==> config.mk <==
export PLATFORM = sky130hd
export DESIGN_NAME = ber_monitor
export DESIGN_NICKNAME = d
export VERILOG_FILES = /design/src/rtl/ber_pkg.sv /design/src/rtl/ber_window_timer.sv /design/src/rtl/ber_err_counter.sv /design/src/rtl/ber_grader.sv /design/src/rtl/ber_monitor.sv
export SDC_FILE = /design/constraint.sdc
export NUM_CORES = 1
export LEC_CHECK = 0
export BUFFER_PORTS_ARGS = -buffer_cell sky130_fd_sc_hd__buf_4
export CORE_ASPECT_RATIO = 1.25
export CORE_MARGIN = 2
export CORE_UTILIZATION = 55
export CTS_CLUSTER_SIZE = 12
export DETAILED_ROUTE_END_ITERATION = 8
export GPL_TIMING_DRIVEN = 0
export PLACE_DENSITY = 0.82
export SYNTH_ARGS = -nofsm -noshare
export SYNTH_HDL_FRONTEND = slang
export SYNTH_SLANG_ARGS = --single-unit
==> constraint.sdc <==
create_clock -name clk -period 5.1 [get_ports clk]
set_input_delay 1.02 -clock clk [delete_from_list [all_inputs] [get_ports clk]]
set_output_delay 1.02 -clock clk [all_outputs]
set_load 0.03 [all_outputs]
==> src/rtl/ber_pkg.sv <==
package ber_pkg;

  localparam int unsigned CNT_W = 16;

  typedef enum logic [1:0] {
    GRADE_WORST = 2'b00,
    GRADE_HIGH  = 2'b01,
    GRADE_LOW   = 2'b10,
    GRADE_BEST  = 2'b11
  } ber_grade_e;

  function automatic int unsigned max_u(input int unsigned a, input int unsigned b);
    return (a > b) ? a : b;
  endfunction

endpackage

==> src/rtl/ber_window_timer.sv <==
module ber_window_timer #(
  parameter int unsigned BIT_W = 23
) (
  input  logic             clk,
  input  logic             rst,
  input  logic             restart,
  input  logic             bit_vld,
  input  logic [BIT_W-1:0] win_last,
  output logic             win_end
);

  logic [BIT_W-1:0] bit_cnt;

  assign win_end = bit_vld && !restart && (bit_cnt == win_last);

  always_ff @(posedge clk) begin
    if (rst || restart) begin
      bit_cnt <= '0;
    end else if (bit_vld) begin
      if (win_end) bit_cnt <= '0;
      else         bit_cnt <= bit_cnt + 1'b1;
    end
  end

  AST_BIT_BOUND: assert property (@(posedge clk) disable iff (rst)
    !restart |-> (bit_cnt <= win_last));

endmodule

==> src/rtl/ber_err_counter.sv <==
module ber_err_counter #(
  parameter int unsigned W = 16
) (
  input  logic         clk,
  input  logic         rst,
  input  logic         clr,
  input  logic         inc,
  input  logic         win_end,
  output logic [W-1:0] run_cnt,
  output logic [W-1:0] final_cnt
);

  localparam logic [W-1:0] TOP = {W{1'b1}};

  assign final_cnt = (inc && (run_cnt != TOP)) ? run_cnt + 1'b1 : run_cnt;

  always_ff @(posedge clk) begin
    if (rst || clr || win_end) run_cnt <= '0;
    else                       run_cnt <= final_cnt;
  end

  AST_SAT_HOLD: assert property (@(posedge clk) disable iff (rst)
    (run_cnt == TOP && inc && !clr && !win_end) |=> (run_cnt == TOP));

  AST_STEP_ONE: assert property (@(posedge clk) disable iff (rst)
    (!clr && !win_end) |=> ((run_cnt - $past(run_cnt)) <= 1));

endmodule

==> src/rtl/ber_grader.sv <==
module ber_grader import ber_pkg::*; #(
  parameter int unsigned T_HI  = 5243,
  parameter int unsigned T_MID = 524,
  parameter int unsigned T_LO  = 52
) (
  input  logic [CNT_W-1:0] cnt,
  input  logic             grade_en,
  output ber_grade_e       grade
);

  localparam logic [CNT_W-1:0] TH_HI  = CNT_W'(T_HI);
  localparam logic [CNT_W-1:0] TH_MID = CNT_W'(T_MID);
  localparam logic [CNT_W-1:0] TH_LO  = CNT_W'(T_LO);

  always_comb begin
    if (!grade_en)           grade = GRADE_WORST;
    else if (cnt >= TH_HI)   grade = GRADE_WORST;
    else if (cnt >= TH_MID)  grade = GRADE_HIGH;
    else if (cnt >= TH_LO)   grade = GRADE_LOW;
    else                     grade = GRADE_BEST;
  end

endmodule

==> src/rtl/ber_monitor.sv <==
module ber_monitor import ber_pkg::*; #(
  parameter bit          FIXED_MODE = 1'b0,
  parameter int unsigned FIXED_WIN  = 2088960,
  parameter int unsigned WIN_LOG0   = 8,
  parameter int unsigned WIN_LOG1   = 16,
  parameter int unsigned WIN_LOG2   = 19,
  parameter int unsigned WIN_LOG3   = 23,
  parameter int unsigned GRADE_SEL  = 2,
  parameter int unsigned T_HI       = 5243,
  parameter int unsigned T_MID      = 524,
  parameter int unsigned T_LO       = 52
) (
  input  logic       clk,
  input  logic       rst,
  input  logic       bit_vld,
  input  logic       bit_err,
  input  logic       lock_car,
  input  logic       lock_vit,
  input  logic       lock_frm,
  input  logic [1:0] win_sel,
  output logic [7:0] cnt_lo,
  output logic [7:0] cnt_hi,
  output logic [1:0] grade,
  output logic       meas_vld
);

  localparam int unsigned SEL_MAX_LOG = max_u(max_u(WIN_LOG0, WIN_LOG1), max_u(WIN_LOG2, WIN_LOG3));
  localparam int unsigned BIT_W       = FIXED_MODE ? $clog2(FIXED_WIN) : SEL_MAX_LOG;

  logic             all_lock;
  logic             restart;
  logic [1:0]       sel_q;
  logic [BIT_W-1:0] win_last;
  logic             win_end;
  logic             grade_en;
  logic [CNT_W-1:0] run_cnt;
  logic [CNT_W-1:0] final_cnt;
  logic [CNT_W-1:0] cnt_q;
  ber_grade_e       grade_nxt;
  ber_grade_e       grade_q;
  logic             vld_q;

  assign all_lock = lock_car && lock_vit && lock_frm;
  assign restart  = !all_lock || (win_sel != sel_q);

  always_ff @(posedge clk) begin
    if (rst) sel_q <= 2'b00;
    else     sel_q <= win_sel;
  end

  generate
    if (FIXED_MODE) begin : g_fixed
      assign win_last = BIT_W'(FIXED_WIN - 1);
      assign grade_en = 1'b1;
    end else begin : g_sel
      localparam logic [BIT_W-1:0] LAST0 = BIT_W'((64'd1 << WIN_LOG0) - 64'd1);
      localparam logic [BIT_W-1:0] LAST1 = BIT_W'((64'd1 << WIN_LOG1) - 64'd1);
      localparam logic [BIT_W-1:0] LAST2 = BIT_W'((64'd1 << WIN_LOG2) - 64'd1);
      localparam logic [BIT_W-1:0] LAST3 = BIT_W'((64'd1 << WIN_LOG3) - 64'd1);
      always_comb begin
        case (win_sel)
          2'b00:   win_last = LAST0;
          2'b01:   win_last = LAST1;
          2'b10:   win_last = LAST2;
          default: win_last = LAST3;
        endcase
      end
      assign grade_en = (win_sel == 2'(GRADE_SEL));
    end
  endgenerate

  ber_window_timer #(.BIT_W(BIT_W)) u_timer (
    .clk      (clk),
    .rst      (rst),
    .restart  (restart),
    .bit_vld  (bit_vld),
    .win_last (win_last),
    .win_end  (win_end)
  );

  ber_err_counter #(.W(CNT_W)) u_errs (
    .clk       (clk),
    .rst       (rst),
    .clr       (restart),
    .inc       (bit_vld && bit_err),
    .win_end   (win_end),
    .run_cnt   (run_cnt),
    .final_cnt (final_cnt)
  );

  ber_grader #(.T_HI(T_HI), .T_MID(T_MID), .T_LO(T_LO)) u_grade (
    .cnt      (final_cnt),
    .grade_en (grade_en),
    .grade    (grade_nxt)
  );

  always_ff @(posedge clk) begin
    if (rst) begin
      cnt_q   <= '0;
      grade_q <= GRADE_WORST;
      vld_q   <= 1'b0;
    end else if (restart) begin
      vld_q   <= 1'b0;
    end else if (win_end) begin
      cnt_q   <= final_cnt;
      grade_q <= grade_nxt;
      vld_q   <= 1'b1;
    end
  end

  assign cnt_lo   = cnt_q[7:0];
  assign cnt_hi   = cnt_q[15:8];
  assign grade    = grade_q;
  assign meas_vld = vld_q;

  AST_NOLOCK_DROPS_VALID: assert property (@(posedge clk) disable iff (rst)
    !all_lock |=> !meas_vld);

  AST_BYTES_HOLD: assert property (@(posedge clk) disable iff (rst)
    !win_end |=> $stable({cnt_hi, cnt_lo}));

  AST_VALID_AFTER_END: assert property (@(posedge clk) disable iff (rst)
    $rose(meas_vld) |-> $past(win_end));

  generate
    if (!FIXED_MODE) begin : g_sel_chk
      AST_GRADE_MASKED: assert property (@(posedge clk) disable iff (rst)
        (win_end && win_sel != 2'(GRADE_SEL)) |=> (grade == 2'b00));
    end
  endgenerate

endmodule

# [After elaboration in Yosys (flattened, before gate mapping)]
# Index checks and enable logic that the tools add are counted.
[word_totals] out_inout_bits=19 input_bits=9 elab_cells=38 register_bits=60 rom_bits=0 latchBits=0 memories=0 ramBits=0
[op_classes] n_mul=0 shift=0 n_eq_ne=5 div=0 mux=7 add_sub_neg=2 n_reduce_logical=14 bitwise=1 order_cmp=3
[op_table] op="$pmux 23 s3" count=1
[op_table] op="$add 23x1->23 const B" count=1
[op_table] op="$eq 23x23->1" count=1
[op_table] op="$mux 23" count=1
[op_table] op="$add 16x1->16 const B" count=1
[op_table] op="$ge 16x10->1 const B" count=1
[op_table] op="$ge 16x13->1 const B" count=1
[op_table] op="$ge 16x6->1 const B" count=1
[op_table] op="$mux 16" count=1
[op_table] op="$ne 16x16->1 const B" count=1
[op_table] op="$logic_and 1x1->1" count=6
[op_table] op="$mux 2" count=3
[op_table] op="$logic_or 1x1->1" count=3
[op_table] op="$eq 2x1->1 const B" count=1
[op_table] op="$eq 2x2->1 const B" count=1
[op_table] op="$logic_not 1->1" count=2
[op_table] op="$logic_not 2->1" count=1
[op_table] op="$ne 2x2->1" count=1
[op_table] op="$reduce_and 2->1" count=1
[op_table] op="$reduce_or 2->1" count=1
[op_table] op="$mux 1" count=1
[op_table] op="$not 1->1" count=1

# [Depth between registers and ports, before layout]
[logic_depth] ltp_word=8 mapped_depth=10

# [Hierarchy]
# A second synthesis with hierarchy kept.
[unflattened] cells_unflattened=372 area_unflattened_um2=3355.7
[modules_own_cells] module="ber_window_timer" seq_area_each_um2=460.4 cells_each=148 n_inst=1 area_per_inst_um2=1318.8
[modules_own_cells] module="ber_monitor" seq_area_each_um2=420.4 cells_each=96 n_inst=1 area_per_inst_um2=967.2
[modules_own_cells] module="ber_err_counter" seq_area_each_um2=320.3 cells_each=112 n_inst=1 area_per_inst_um2=955.9
[modules_own_cells] module="ber_grader" seq_area_each_um2=0.0 cells_each=16 n_inst=1 area_per_inst_um2=113.9

# [Least setup slack after synthesis]
# No wires, ideal clock.
[synth_path] path_kind="input port to flip-flop" startpoint="input port bit_vld" endpoint="register grade_q[0] (netlist: grade[0])" path_buffers=1 cell_stages=9 setup_time_ps=116 arrival_ps=3000 slack_ps=1985 path_cell_list="buf_2 -> nand3_2 -> nor3_1 -> mux2_2 -> a2111oi_0 -> a41oi_1 -> and4bb_2 -> a2111oi_2 -> a31o_1"
[synth_between] elab_chain_len=8 word_cells_on_any_way=13 cone_classes="order compare (3); mux (5); reduce/logical (5)"
[synth_lines] element="start, declared" line="ber_monitor.sv:15" source="input logic bit_vld,"
[synth_lines] element="$logic_and 1x1->1" line="ber_monitor.sv:85" source=".inc (bit_vld && bit_err),"
[synth_lines] element="$logic_and 1x1->1" line="ber_err_counter.sv:15" source="assign final_cnt = (inc && (run_cnt != TOP)) ? run_cnt + 1'b1 : run_cnt;"
[synth_lines] element="$mux 16" line="ber_err_counter.sv:15"
[synth_lines] element="$ge 16x6->1" line="ber_grader.sv:19" source="else if (cnt >= TH_LO) grade = GRADE_LOW;"
[synth_lines] element="$mux 1" line="ber_grader.sv:19"
[synth_lines] element="$mux 2" line="ber_grader.sv:18" source="else if (cnt >= TH_MID) grade = GRADE_HIGH;"
[synth_lines] element="$mux 2" line="ber_grader.sv:17" source="else if (cnt >= TH_HI) grade = GRADE_WORST;"
[synth_lines] element="$mux 2" line="ber_grader.sv:16" source="if (!grade_en) grade = GRADE_WORST;"
[synth_lines] element="end signal, assigned" line="ber_monitor.sv:106" source="grade_q <= grade_nxt;"
[synth_lines] element="end, declared" line="ber_monitor.sv:40" source="ber_grade_e grade_q;"
# Parallel ways exist; a longest one is shown, timed or not.
# A chain may end at the register's enable or synchronous reset.

# [Worst setup path in the final report]
# Same ends and word-level chain as after synthesis.

==> run_results.csv <==
group,metric,value,unit
logic_synthesis,synthMuxAreaShare,2.51,%
sta,rsz0062_at_grt,"no",
hold_path,hold_path.class,"reg2reg",
global_routing,gr-usage-met3,6.03,%
setup_path,r2r_start,"u_errs.run_cnt[0]",
finish,area_growth,14.8,%
finish,n_antenna_cell,0,
die,die_area,5760,um2
setup_path,worstPathArrival,3.35,ns
logic_synthesis,synth.distinct_cells,51,
die,core.rowCount,29,
finish,multi_input_area,1560,um2
global_routing,grtUsageMet2,41.2,%
run,maxCapViolations,0,
drt,finalWirelength,6330,um
global_routing,grt_start_max_net_pins,11,
pwr,pwr-share-clk,41.4,%
placement,post-dp-hpwl,4730,um
logic_synthesis,syn-num-nets,349,
finish,drive_gt1_share,14.6,%
setup_path,worst-path-max-fanout,9,
global_routing,grt_pass1_vias,2485,
global_routing,grt_usage,24.5,%
pwr,seq_power_share,56.1,%
sta,holdWs,0.495,ns
die,start_util,56.4,%
clock_tree,insertion_delay,0.33,ns
pwr,intPower,0.659,mW
logic_synthesis,synthFlopType,"dfxtp_1",
sta,slew_viol_final,0,
pwr,p_per_area,257,nW/um2
clock_tree,cts_max_path_buffers,2,
clock_tree,path_clk_slew,0.06,ns
pwr,p_leak,1.16,nW
clock_tree,cts_tree,"yes",
clock_tree,postCtsSetupBuffers,0,
finish,final_cell_mix,"79 x nor2_1, 60 x dfxtp_1, 25 x buf_4, 22 x xor2_1, 19 x nand2_1",
drt,drtIter0Drc,125,
die,die_w,68.3,um
pwr,peakVddDrop,0.000202,V
logic_synthesis,synthXorXnorAreaFrac,10.5,%
run_status,status,"finished, final reports clean",
sta,fin_crit,3.12,ns
setup_path,startpoint,"bit_vld",
drt,vias,2516,
global_routing,busiest_layer,"met2",
finish,fin_cells,439,
placement,dp_cells,425,
sta,max_slew_margin,61.4,%
placement,place_area,3110,um2
placement,gp_congestion,0.849,
logic_synthesis,yosysWarnings,0,
clock_tree,cts_buffers,9,
logic_synthesis,synth_async_sr_flop_share,0,%
pwr,p_comb_share,2.6,%
drt,dr.pass1.iters,4,
logic_synthesis,syn_area,2840,um2
sta,skew,0.00664,ns
drt,post_drt_wl_per_cell,14.4,um
hold_path,min_from,"cnt_q[1]",
setup_path,worstSetupStartpointType,"input pin",
clock_tree,clock-sinks,60,
setup_path,slowest_stage,"a2111oi_0",
die,coreArea,5040,um2
logic_synthesis,synth_edf_count,0,
sta,period_share,61.2,%
finish,finish.utilization,64.7,%
drt,ant_nets,0,
drt,vias_per_cell,5.73,
clock_tree,cts_max_level,3,
clock_tree,postCtsHoldBufs,0,
sta,setup_tns,0,ns
sta,worst_pin_slew,0.579,ns
logic_synthesis,synth-compound-area-share,10.1,%
global_routing,grt_pass1_wl,10700,um
logic_synthesis,syn_inst,338,
logic_synthesis,avgSynthCellArea,8.41,um2
drt,drc,0,
finish,stdcell_area,3260,um2
finish,layout_commonest_cell,"nor2_1",
logic_synthesis,ys_seq_elements,60,
logic_synthesis,synth-simple-area-share,30.7,%
placement,port_buffers,25,
finish,regArea,1200,um2
clock_tree,cts_resized,0,
setup_path,path_cells,"buf_2, nand3_2, nor3_1, mux2_2, a2111oi_0, a41oi_1, and4bb_2, a2111oi_2, a31o_1",
sta,setup_viol,0,
clock_tree,cts-root-buf,"clkbuf_8",
setup_path,path_class,"in2reg",
logic_synthesis,ys_seq_area_share,42.3,%
die,fp.dieH,84.4,um
logic_synthesis,synth_top_family_by_area,"simple AND/OR/NAND/NOR gates",
pwr,p_sw,0.180,mW
logic_synthesis,synth_fa_ha_area_share,0.880,%
finish,final_nets,385,
setup_path,required,5.33,ns
setup_path,cp_slowest_stage_delay,0.44,ns
sta,timing.fmax,0.320,GHz
global_routing,grt-ovfl-total,0,
pwr,sw_frac_of_total,21.4,%
setup_path,end_kind,"flip-flop",
global_routing,met1_usage,28.2,%
die,io_pins,28,
global_routing,antenna_found_initial,0,
sta,finalHoldViolations,0,
finish,nFillCells,418,
==> layout make-up <==
cell class / instances / share of cell area [%]
clock inverter: 3 / 0.460
buffer: 15 / 1.95
inverter: 6 / 0.690
clock buffer: 11 / 4.33
tap: 62 / 2.38
multi-input combinational: 257 / 47.6
timing repair buffer: 25 / 5.75
sequential: 60 / 36.8
==> synthesized netlist by cell type, drive strengths merged (3+ instances only) <==
master,count,area (um2)
nand4,15,100
mux2i,6,60.1
nand2,20,77.6
a31oi,3,18.8
dfxtp,60,1200
clkbuf,11,43.8
nand3,17,90.1
xor2,22,193
nor2b,4,25.0
and3,8,50.1
buf,4,20.0
nor2,79,297
nor4,6,52.6
a21oi,18,90.1
and4,4,35.0
inv,6,22.5
xnor2,12,105
o21ai,5,28.8
nor3,7,45.0
and2,3,18.8
==> power by group through the flow <==
stage | Sequential, mW | Clock, mW | Combinational, mW
3_5_place_dp | 0.481 | 0 | 0.0213
5_1_grt | 0.470 | 0.372 | 0.0236
6_report | 0.470 | 0.347 | 0.0217
3_3_place_gp | 0.481 | 0 | 0.0212
2_1_floorplan | 0.481 | 0 | 0.0131
4_1_cts | 0.470 | 0.354 | 0.0216
==> state kept, by name, indices dropped and copies added (netlist names) <==
name / count
u_timer.bit_cnt: 23
cnt_q: 16
u_errs.run_cnt: 16
grade: 2
sel_q: 2
meas_vld: 1
==> stage by stage <==
stage,setup slack (ns),power [mW]
final,1.98,0.839
after global routing,1.73,0.865
after CTS,1.99,0.846
after detailed placement,1.65,0.502
after global placement,1.57,0.502
after floorplan,1.98,0.494
==> final timing paths <==
kind / to / slack [ns] / depth (start not counted)
worst max-delay path: grade[0] / 1.98 / 9
worst min-delay path: cnt_q[1] / 0.49 / 2
worst max register to register: grade[0] / 2.06 / 10
worst min register to register: cnt_q[1] / 0.49 / 2
==> routing by layer <==
metal  wire (um)  part of all wire (%)
met1        2580                    41
met2        3370                    53
met3         214                   3.4
met4         166                   2.6
met5           0                     0
==> critical path: cells and delay by family <==
| kind | cells | cell delay (ns) |
|---|---|---|
| simple gates | 3 | 0.86 |
| compound gates | 4 | 0.89 |
| mux | 1 | 0.39 |
| buf+inv | 1 | 0.18 |
==> logic make-up after synthesis <==
| group | count (synthesis) |
|---|---|
| AND/OR/NAND/NOR | 171 |
| flip-flops | 60 |
| AO/OA/AOI/OAI | 43 |
| XOR/XNOR | 34 |
| buffers and inverters | 21 |
| multiplexers | 7 |
| adder cells (fa/ha/maj) | 2 |
(Power assumes the default switching activity.)
